`src/rtl/amo_pkg.sv`:
```
package amo_pkg;

  typedef enum logic [1:0] {
    OP_CAS  = 2'd0,
    OP_ADD  = 2'd1,
    OP_XCHG = 2'd2,
    OP_CW2  = 2'd3
  } amo_op_e;

  typedef enum logic [1:0] {
    ST_IDLE = 2'd0,
    ST_EXEC = 2'd1,
    ST_RESP = 2'd2
  } amo_state_e;

endpackage

```
`src/rtl/amo_bank.sv`:
```
module amo_bank #(
  parameter int DATA_W = 32,
  parameter int ROWS   = 8,
  localparam int ROW_W = (ROWS > 1) ? $clog2(ROWS) : 1
) (
  input  logic              clk,
  input  logic [ROW_W-1:0]  rd_row,
  output logic [DATA_W-1:0] rd_data,
  input  logic              wr_en,
  input  logic [ROW_W-1:0]  wr_row,
  input  logic [DATA_W-1:0] wr_data
);

  logic [DATA_W-1:0] store [ROWS];

  always_ff @(posedge clk) begin
    if (wr_en) store[wr_row] <= wr_data;
    rd_data <= store[rd_row];
  end

endmodule

```
`src/rtl/amo_alu.sv`:
```
module amo_alu
  import amo_pkg::*;
#(
  parameter int DATA_W = 32
) (
  input  amo_op_e           op,
  input  logic              dw,
  input  logic              odd,
  input  logic [DATA_W-1:0] bank_even,
  input  logic [DATA_W-1:0] bank_odd,
  input  logic [DATA_W-1:0] cmp_lo,
  input  logic [DATA_W-1:0] cmp_hi,
  input  logic [DATA_W-1:0] dat_lo,
  input  logic [DATA_W-1:0] dat_hi,
  output logic              wr_even,
  output logic              wr_odd,
  output logic [DATA_W-1:0] wdata_even,
  output logic [DATA_W-1:0] wdata_odd,
  output logic [DATA_W-1:0] res_lo,
  output logic [DATA_W-1:0] res_hi,
  output logic              res_eq,
  output logic              res_err
);

  logic              pair;
  logic [DATA_W-1:0] old_lo, old_hi, new_lo;
  logic              match, wr;

  always_comb begin
    pair    = (op == OP_CW2) || (op == OP_CAS && dw);
    res_err = (dw && (op == OP_ADD || op == OP_XCHG)) || (pair && odd);
    old_lo  = pair ? bank_even : (odd ? bank_odd : bank_even);
    old_hi  = pair ? bank_odd : '0;
    unique case (op)
      OP_CAS:  match = dw ? (old_lo == cmp_lo && old_hi == cmp_hi) : (old_lo == cmp_lo);
      OP_CW2:  match = (old_lo == cmp_lo);
      default: match = 1'b0;
    endcase
    new_lo = (op == OP_ADD) ? old_lo + dat_lo : dat_lo;
    wr     = !res_err && ((op == OP_ADD || op == OP_XCHG) ? 1'b1 : match);
    wr_even    = wr && (pair || !odd);
    wr_odd     = wr && (pair || odd);
    wdata_even = new_lo;
    wdata_odd  = pair ? dat_hi : new_lo;
    res_eq = match && !res_err;
    res_lo = res_err ? '0 : old_lo;
    res_hi = res_err ? '0 : old_hi;
  end

endmodule

```
`src/rtl/amo_ctrl.sv`:
```
module amo_ctrl
  import amo_pkg::*;
(
  input  logic clk,
  input  logic rst,
  input  logic req_valid,
  input  logic rsp_ready,
  output logic req_ready,
  output logic accept,
  output logic exec,
  output logic rsp_valid
);

  amo_state_e state;

  assign req_ready = (state == ST_IDLE);
  assign accept    = req_valid && req_ready;
  assign exec      = (state == ST_EXEC);
  assign rsp_valid = (state == ST_RESP);

  always_ff @(posedge clk) begin
    if (rst) state <= ST_IDLE;
    else begin
      unique case (state)
        ST_IDLE: if (req_valid) state <= ST_EXEC;
        ST_EXEC: state <= ST_RESP;
        ST_RESP: if (rsp_ready) state <= ST_IDLE;
        default: state <= ST_IDLE;
      endcase
    end
  end

endmodule

```
`src/rtl/amo_unit.sv`:
```
module amo_unit
  import amo_pkg::*;
#(
  parameter int DATA_W = 32,
  parameter int ADDR_W = 4
) (
  input  logic              clk,
  input  logic              rst,
  input  logic              req_valid,
  output logic              req_ready,
  input  logic [1:0]        req_op,
  input  logic              req_dw,
  input  logic [ADDR_W-1:0] req_addr,
  input  logic [DATA_W-1:0] req_cmp_lo,
  input  logic [DATA_W-1:0] req_cmp_hi,
  input  logic [DATA_W-1:0] req_data_lo,
  input  logic [DATA_W-1:0] req_data_hi,
  output logic              rsp_valid,
  input  logic              rsp_ready,
  output logic [DATA_W-1:0] rsp_old_lo,
  output logic [DATA_W-1:0] rsp_old_hi,
  output logic              rsp_equal,
  output logic              rsp_err
);

  localparam int ROWS  = 2 ** (ADDR_W - 1);
  localparam int ROW_W = (ROWS > 1) ? $clog2(ROWS) : 1;
  localparam int NBANK = 2;

  logic accept, exec;

  amo_ctrl u_ctrl (
    .clk(clk), .rst(rst), .req_valid(req_valid), .rsp_ready(rsp_ready),
    .req_ready(req_ready), .accept(accept), .exec(exec), .rsp_valid(rsp_valid)
  );

  // latched request
  amo_op_e           q_op;
  logic              q_dw;
  logic [ADDR_W-1:0] q_addr;
  logic [DATA_W-1:0] q_cmp_lo, q_cmp_hi, q_dat_lo, q_dat_hi;

  always_ff @(posedge clk) begin
    if (accept) begin
      q_op     <= amo_op_e'(req_op);
      q_dw     <= req_dw;
      q_addr   <= req_addr;
      q_cmp_lo <= req_cmp_lo;
      q_cmp_hi <= req_cmp_hi;
      q_dat_lo <= req_data_lo;
      q_dat_hi <= req_data_hi;
    end
  end

  logic [ROW_W-1:0]  rd_row, wr_row;
  logic [DATA_W-1:0] rd_word [NBANK];
  logic [DATA_W-1:0] wr_word [NBANK];
  logic              wr_bank [NBANK];

  assign rd_row = req_ready ? ROW_W'(req_addr >> 1) : ROW_W'(q_addr >> 1);
  assign wr_row = ROW_W'(q_addr >> 1);

  for (genvar b = 0; b < NBANK; b++) begin : g_bank
    amo_bank #(.DATA_W(DATA_W), .ROWS(ROWS)) u_bank (
      .clk(clk), .rd_row(rd_row), .rd_data(rd_word[b]),
      .wr_en(wr_bank[b] && exec), .wr_row(wr_row), .wr_data(wr_word[b])
    );
  end

  logic [DATA_W-1:0] res_lo, res_hi;
  logic              res_eq, res_err;
  logic              we_even, we_odd;
  logic [DATA_W-1:0] wd_even, wd_odd;

  amo_alu #(.DATA_W(DATA_W)) u_alu (
    .op(q_op), .dw(q_dw), .odd(q_addr[0]),
    .bank_even(rd_word[0]), .bank_odd(rd_word[1]),
    .cmp_lo(q_cmp_lo), .cmp_hi(q_cmp_hi), .dat_lo(q_dat_lo), .dat_hi(q_dat_hi),
    .wr_even(we_even), .wr_odd(we_odd), .wdata_even(wd_even), .wdata_odd(wd_odd),
    .res_lo(res_lo), .res_hi(res_hi), .res_eq(res_eq), .res_err(res_err)
  );

  assign wr_bank[0] = we_even;
  assign wr_bank[1] = we_odd;
  assign wr_word[0] = wd_even;
  assign wr_word[1] = wd_odd;

  always_ff @(posedge clk) begin
    if (rst) begin
      rsp_old_lo <= '0;
      rsp_old_hi <= '0;
      rsp_equal  <= 1'b0;
      rsp_err    <= 1'b0;
    end else if (exec) begin
      rsp_old_lo <= res_lo;
      rsp_old_hi <= res_hi;
      rsp_equal  <= res_eq;
      rsp_err    <= res_err;
    end
  end

endmodule

```
`config.mk`:
```
export PLATFORM = sky130hd
export DESIGN_NAME = amo_unit
export DESIGN_NICKNAME = d
export VERILOG_FILES = /design/src/rtl/amo_pkg.sv /design/src/rtl/amo_bank.sv /design/src/rtl/amo_alu.sv /design/src/rtl/amo_ctrl.sv /design/src/rtl/amo_unit.sv
export SDC_FILE = /design/constraint.sdc
export NUM_CORES = 1
export LEC_CHECK = 0
export BUFFER_PORTS_ARGS = -buffer_cell sky130_fd_sc_hd__buf_4
export CAP_MARGIN = 20
export CORE_ASPECT_RATIO = 1.25
export CORE_UTILIZATION = 35
export CTS_CLUSTER_DIAMETER = 30
export DETAILED_ROUTE_END_ITERATION = 10
export GPL_ROUTABILITY_DRIVEN = 0
export MAX_ROUTING_LAYER = met4
export PLACE_DENSITY = 0.59
export RECOVER_POWER = 100
export SYNTH_ARGS = -nofsm -noshare
export SYNTH_HDL_FRONTEND = slang
export SYNTH_HIERARCHICAL = 1
export SYNTH_SLANG_ARGS = --single-unit
export TNS_END_PERCENT = 5
```
`constraint.sdc`:
```
create_clock -name clk -period 16.85 [get_ports clk]
set_input_delay 0.8425 -clock clk [delete_from_list [all_inputs] [get_ports clk]]
set_output_delay 0.8425 -clock clk [all_outputs]
set_load 0.05 [all_outputs]
```
* Yosys cells after proc, flatten, opt, wreduce, memory -nomap -nowiden
Memory sizes are Yosys's and may differ from the RTL's. A register that Yosys moved wholly into a read port is not among the register bits. Cells that the tools add are included.
Storage, ports and cells: flip-flop bits (word level) 203, bits in writable memories 512, input port bits 139, output and inout port bits 68, word-level logic and storage cells 63, memories kept 2
Memories:
- g_bank[0].u_bank.store | words 8, bits a word 32, read ports 1, clocked after Yosys merged registers in 1, write ports 1, RTL line amo_bank.sv:14 | logic [DATA_W-1:0] store [ROWS];
- g_bank[1].u_bank.store | words 8, bits a word 32, read ports 1, clocked after Yosys merged registers in 1, write ports 1, RTL line amo_bank.sv:14
Cells by class: add/subtract/negate cells 1, equality and inequality tests 9, muxes and demuxes 18, reduce and logical (&&, ||, !) cells 21
Operator list (count):
- $mux 32 | 7
- $eq 32x32->1 | 2
- $add 32x32->32 | 1
- $logic_and 1x1->1 | 11
- $eq 2x2->1 const B | 3
- $mux 1 | 6
- $pmux 2 s3 | 1
- $logic_or 1x1->1 | 5
- $eq 2x1->1 const B | 2
- $logic_not 2->1 | 2
- $mux 2 | 2
- $mux 3 | 1
- $logic_not 1->1 | 2
- $ne 2x1->1 const B | 1
- $ne 2x2->1 const B | 1
- $pmux 1 s2 | 1
- $reduce_and 2->1 | 1

* Logic depth before layout (Yosys ltp)
depth in word-level cells 14, mapped depth 18

* Cells and area by module
The synthesis kept the hierarchy.
Modules (own cells, without submodules):
- amo_bank | instances 2, cells each 415, area each 10466.3 um^2, seq. area each 8328.0 um^2
- amo_unit | instances 1, cells each 353, area each 6451.2 um^2, seq. area each 5375.2 um^2
- amo_alu | instances 1, cells each 655, area each 4504.3 um^2, seq. area each 0.0 um^2
- amo_ctrl | instances 1, cells each 10, area each 107.6 um^2, seq. area each 40.0 um^2

* Worst setup path before layout
OpenSTA, ideal clock, no wires.
kind input -> register, start in req_valid, end reg q_addr[0] (enable), library setup time 0.606 ns, arrival time 5.943 ns, required time 16.244 ns, slack 10.301 ns, stages on the path 1, path buffers 0, cell sequence nor3b_2
Between the ends: longest elaborated chain between the ends 1
RTL lines:
- from (decl) | RTL line amo_unit.sv:9 | input logic req_valid,
- $logic_and 1x1->1 | RTL line amo_ctrl.sv:17 | assign accept = req_valid && req_ready;
- to (signal assigned) | RTL line amo_unit.sv:47 | q_addr <= req_addr;
- to (decl) | RTL line amo_unit.sv:40 | logic [ADDR_W-1:0] q_addr;
Every way passes these cells. A chain may end at the register's enable or synchronous reset.

* Worst setup path in the final report
start reg q_op[0], end mem g_bank[0].u_bank.store[0][6] (enable)
Between the ends: longest elaborated chain between the ends 14, elaborated cells between the ends (all ways) 25, classes of those cells eq/ne (5); mux (7); reduce/logical (13)
RTL lines:
- from (decl) | RTL line amo_unit.sv:38 | amo_op_e q_op;
- from (signal assigned) | RTL line amo_unit.sv:45 | q_op <= amo_op_e'(req_op);
- $logic_not 2->1 | RTL line amo_alu.sv:30, amo_alu.sv:34
- $logic_and 1x1->1 | RTL line amo_alu.sv:30 | pair = (op == OP_CW2) || (op == OP_CAS && dw);
- $logic_or 1x1->1 | RTL line amo_alu.sv:30
- $mux 32 (on tied branches) | RTL line amo_alu.sv:32, amo_alu.sv:33
- $eq 32x32->1 (on tied branches) | RTL line amo_alu.sv:35, amo_alu.sv:36
- $logic_and 1x1->1 | RTL line amo_alu.sv:35 | OP_CAS: match = dw ? (old_lo == cmp_lo && old_hi == cmp_hi) : (old_lo == cmp_lo);
- $mux 1 | RTL line amo_alu.sv:35
- $pmux 1 s2 | RTL line amo_alu.sv:34 | unique case (op)
- $mux 1 | RTL line amo_alu.sv:40 | wr = !res_err && ((op == OP_ADD || op == OP_XCHG) ? 1'b1 : match);
- $logic_and 1x1->1 | RTL line amo_alu.sv:40
- $logic_and 1x1->1 (*) | RTL line amo_alu.sv:41 | wr_even = wr && (pair || !odd);
- net we_even | RTL line amo_unit.sv:72 | logic we_even, we_odd;
- $logic_and 1x1->1 (*) | RTL line amo_unit.sv:66 | .wr_en(wr_bank[b] && exec), .wr_row(wr_row), .wr_data(wr_word[b])
- $mux 1 (*) | RTL line amo_bank.sv:17 | if (wr_en) store[wr_row] <= wr_data;
- $mux 1 (not written as such) (*) | RTL line amo_bank.sv:17
- to (decl) | RTL line amo_bank.sv:14
Mark *: on every way through the listed nets, which the timed path passes. The rest lies on a longest branch.

==> metrics.txt <==
# TYPE chip_impl_metric gauge
chip_impl_info{name="critical_path_class",value="flip-flop to flip-flop"} 1
chip_impl_metric{name="grt_max_degree",unit=""} 92
chip_impl_metric{name="final_ant_viol_nets",unit=""} 0
chip_impl_info{name="synth_area_leader_cell",value="sky130_fd_sc_hd__edfxtp_1"} 1
chip_impl_info{name="violations",value="capacitance limit, slew limit"} 1
chip_impl_metric{name="clock_tree.htree_level_count",unit=""} 4
chip_impl_metric{name="timing_worst_slew_pin_value",unit="ps"} 5550
chip_impl_metric{name="critical_path.max_fanout",unit=""} 37
chip_impl_metric{name="number_of_max_slew_violations_in_the_final_report",unit=""} 951
chip_impl_metric{name="initial_core_util",unit="%"} 35.4
chip_impl_metric{name="detailed_place.area",unit="µm²"} 34900
chip_impl_metric{name="seq_area",unit="µm²"} 22100
chip_impl_metric{name="worst_skew_pair_later_pin_latency",unit="ps"} 730
chip_impl_info{name="root_buf_cell",value="sky130_fd_sc_hd__clkbuf_16"} 1
chip_impl_metric{name="ys_async_sr_fraction",unit="%"} 0
chip_impl_metric{name="layout-drive-gt1-share",unit="%"} 20.7
chip_impl_metric{name="stdcell_count",unit=""} 3448
chip_impl_metric{name="die_y",unit="µm"} 340
chip_impl_metric{name="timing.fmax",unit="GHz"} 0.0938
chip_impl_metric{name="number_of_enable_type_register_cells_in_the_synthesized_netlist",unit=""} 647
chip_impl_metric{name="max-slew-margin-rel",unit="%"} -270
chip_impl_metric{name="port-buffer-count",unit=""} 206
chip_impl_metric{name="cts_repair_resize_count",unit=""} 0
chip_impl_metric{name="final_min_period_over_clock_period",unit="%"} 63.3
chip_impl_metric{name="dr_iter_0_viols",unit=""} 1713
chip_impl_metric{name="clock_buffers_created_by_tritoncts",unit=""} 134
chip_impl_metric{name="multiInputGateArea",unit="µm²"} 9210
chip_impl_info{name="synth_common_cells",value="sky130_fd_sc_hd__edfxtp_1, sky130_fd_sc_hd__dfxtp_1, sky130_fd_sc_hd__nor2_1"} 1
chip_impl_info{name="setup.worst_path.start_class",value="flip-flop"} 1
chip_impl_metric{name="fin_skew",unit="ps"} 27.4
chip_impl_metric{name="grt_pass1_vias",unit=""} 18700
chip_impl_metric{name="detail_route.wirelength",unit="mm"} 89.1
chip_impl_metric{name="cp_data_arrival_time",unit="ps"} 10950
chip_impl_metric{name="setup_viol",unit=""} 0
chip_impl_metric{name="leakagePower",unit="µW"} 0.0136
chip_impl_metric{name="placed_cells",unit=""} 3196
chip_impl_metric{name="dp_hpwl",unit="mm"} 59.8
chip_impl_metric{name="dieArea",unit="µm²"} 92600
chip_impl_metric{name="nNetsFinal",unit=""} 2322
chip_impl_info{name="post-synth-top-count-cell",value="sky130_fd_sc_hd__edfxtp_1"} 1
chip_impl_metric{name="grt_first_pass_wirelength",unit="mm"} 128
chip_impl_metric{name="fillerInstances",unit=""} 7939
chip_impl_metric{name="post-synth-top-area-fraction",unit="%"} 60.7
chip_impl_metric{name="cts-root-to-sink-buffers",unit=""} 3
chip_impl_metric{name="maxCapViolations",unit=""} 26
chip_impl_metric{name="final_period_minus_worst_setup_slack",unit="ps"} 10660
chip_impl_metric{name="synth_seq_area_share",unit="%"} 69.0
chip_impl_metric{name="syn-cell-area",unit="µm²"} 32000
chip_impl_metric{name="avgRoutedWirePerCell",unit="µm"} 25.8
chip_impl_info{name="ys_top_cells_by_area",value="sky130_fd_sc_hd__edfxtp_1, sky130_fd_sc_hd__dfxtp_1, sky130_fd_sc_hd__mux4_1, sky130_fd_sc_hd__mux2_2, sky130_fd_sc_hd__mux4_2"} 1
chip_impl_metric{name="ffs_latches_synth",unit=""} 779
chip_impl_metric{name="placementRows",unit=""} 123
chip_impl_metric{name="drc",unit=""} 0
chip_impl_metric{name="post-cts-setup-buffers",unit=""} 0
chip_impl_metric{name="insertedDiodeCount",unit=""} 0
chip_impl_metric{name="boundaryPins",unit=""} 207
chip_impl_metric{name="syn_nets",unit=""} 2023
chip_impl_metric{name="synth.yosys.warnings",unit=""} 6
chip_impl_metric{name="area_delta_synth_final",unit="%"} 21.5
chip_impl_metric{name="netlist-cell-type-count",unit=""} 75
chip_impl_metric{name="grt_use_total",unit="%"} 19.8
chip_impl_info{name="tritoncts",value="done"} 1
chip_impl_metric{name="holdBufCountCts",unit=""} 0
chip_impl_metric{name="power_density",unit="nW/µm²"} 145
chip_impl_metric{name="clock-sinks",unit=""} 779
chip_impl_info{name="synth_ff_type",value="sky130_fd_sc_hd__edfxtp_1"} 1
chip_impl_metric{name="dr.pass1.iters",unit=""} 5
chip_impl_metric{name="vias",unit=""} 18200
chip_impl_metric{name="critical_path_required",unit="ps"} 17130
chip_impl_info{name="hp-class",value="input port to flip-flop"} 1
chip_impl_metric{name="largest_voltage_drop_on_the_vdd_net",unit="mV"} 0.121
chip_impl_metric{name="fp.coreArea",unit="µm²"} 90300
chip_impl_info{name="grt_setup_unrepaired",value="false"} 1
chip_impl_metric{name="grt.overflow.total",unit=""} 0
chip_impl_metric{name="viasPerCell",unit=""} 5.28
chip_impl_metric{name="utilization_after_layout",unit="%"} 43.0
chip_impl_metric{name="stdcell_area",unit="µm²"} 38900
chip_impl_info{name="capturing_element_type_of_the_critical_path",value="flip-flop"} 1
chip_impl_metric{name="synth_area_per_cell",unit="µm²"} 17.3
chip_impl_metric{name="antenna_found_initial",unit=""} 3
chip_impl_metric{name="dieWidth",unit="µm"} 272
chip_impl_metric{name="timing_hold_violations_final",unit=""} 0
chip_impl_metric{name="netlist_instances",unit=""} 1848
chip_impl_info{name="run_status",value="finished with violations"} 1
chip_impl_metric{name="setup_tns",unit="ps"} 0
chip_impl_metric{name="clk_transition_reported_paths",unit="ps"} 50
-- metal layers --
metal / wire [µm] / GRT usage (%) / vias to the layer above
met5: 0 / - / -
met1: 37900 / 25.8 / 9314
met4: 3640 / 8.65 / 0
li1: - / - / 7907
met2: 41800 / 30.1 / 798
met3: 5780 / 3.75 / 179
-- where the power goes --
group | switching [µW] | internal, µW | total (µW)
Clock | 973 | 1710 | 2680
Sequential | 89.5 | 2220 | 2310
Combinational | 412 | 253 | 665
-- worst max-delay path: stages (launching register included) --
cell and delay (ps):
sky130_fd_sc_hd__edfxtp_1 410, sky130_fd_sc_hd__inv_1 70, sky130_fd_sc_hd__ha_1 270, sky130_fd_sc_hd__a21oi_4 170, sky130_fd_sc_hd__clkbuf_1 1730, sky130_fd_sc_hd__nand2_1 1950, sky130_fd_sc_hd__mux2i_1 970, sky130_fd_sc_hd__xnor2_1 160
sky130_fd_sc_hd__nor4_1 530, sky130_fd_sc_hd__nand4_1 200, sky130_fd_sc_hd__nor4_1 740, sky130_fd_sc_hd__a21o_1 160, sky130_fd_sc_hd__and2_1 110, sky130_fd_sc_hd__and2_0 160, sky130_fd_sc_hd__nand2b_1 120, sky130_fd_sc_hd__nor3_1 700
sky130_fd_sc_hd__clkbuf_1 1680
-- metrics by stage --
step           setup slack [ps]  total power (µW)  hold slack, ps
6_report                   6190              5650             318
5_1_grt                    5620              5830             279
4_1_cts                   10850              5700             242
3_5_place_dp              10870              3010             493
3_3_place_gp              11040              3000             484
2_1_floorplan             10300              2740             590
-- cell usage in the layout (no fill, tap or decap), drive strengths merged, types with 35 or more instances in the layout --
cell type / n
mux2i: 92
xnor2: 44
mux4: 128
inv: 82
ha: 35
a21oi: 36
mux2: 113
clkinv: 44
nand2: 68
dfxtp: 132
edfxtp: 647
nor2: 128
clkbuf: 384
-- kinds of logic after synthesis --
logic type	Yosys count	share of synthesized area, %
mux	333	16.9
xor+xnor	61	1.67
fa+ha+maj	36	1.43
flops	779	69.0
simple gates	352	5.45
compound gates	152	3.37
buf+inv	135	2.22
-- final timing paths --
check	start	end	slack, ps	depth (start not counted)
worst max-delay path	q_op[0]	g_bank[0].u_bank/store[0][6]	6190	16
worst min-delay path	req_data_lo[26]	q_dat_lo[26]	320	1
worst max register to register	q_op[0]	g_bank[0].u_bank/store[0][6]	6190	16
worst min register to register	rsp_old_hi[5]	rsp_old_hi[5]	500	2
-- state kept, by name, summed over array words and instances, names as in the netlist --
signal and count:
g_bank.u_bank/store 512, g_bank.u_bank/rd_data 64, q_cmp_hi 32, q_cmp_lo 32, q_dat_hi 32, q_dat_lo 32, rsp_old_hi 32, rsp_old_lo 32
q_addr 4, q_op 2, u_ctrl/state 2, q_dw 1, rsp_equal 1, rsp_err 1
-- area by class of cell --
cell class | instances | share of cell area (%)
flip-flops and latches | 779 | 56.8
multi-input cells | 934 | 23.7
clock buffers | 157 | 9.03
well taps | 1187 | 3.82
repair buffers | 241 | 3.51
clock inverters | 93 | 2.65
inverters | 57 | 0.550
(Power assumes the default switching activity.)
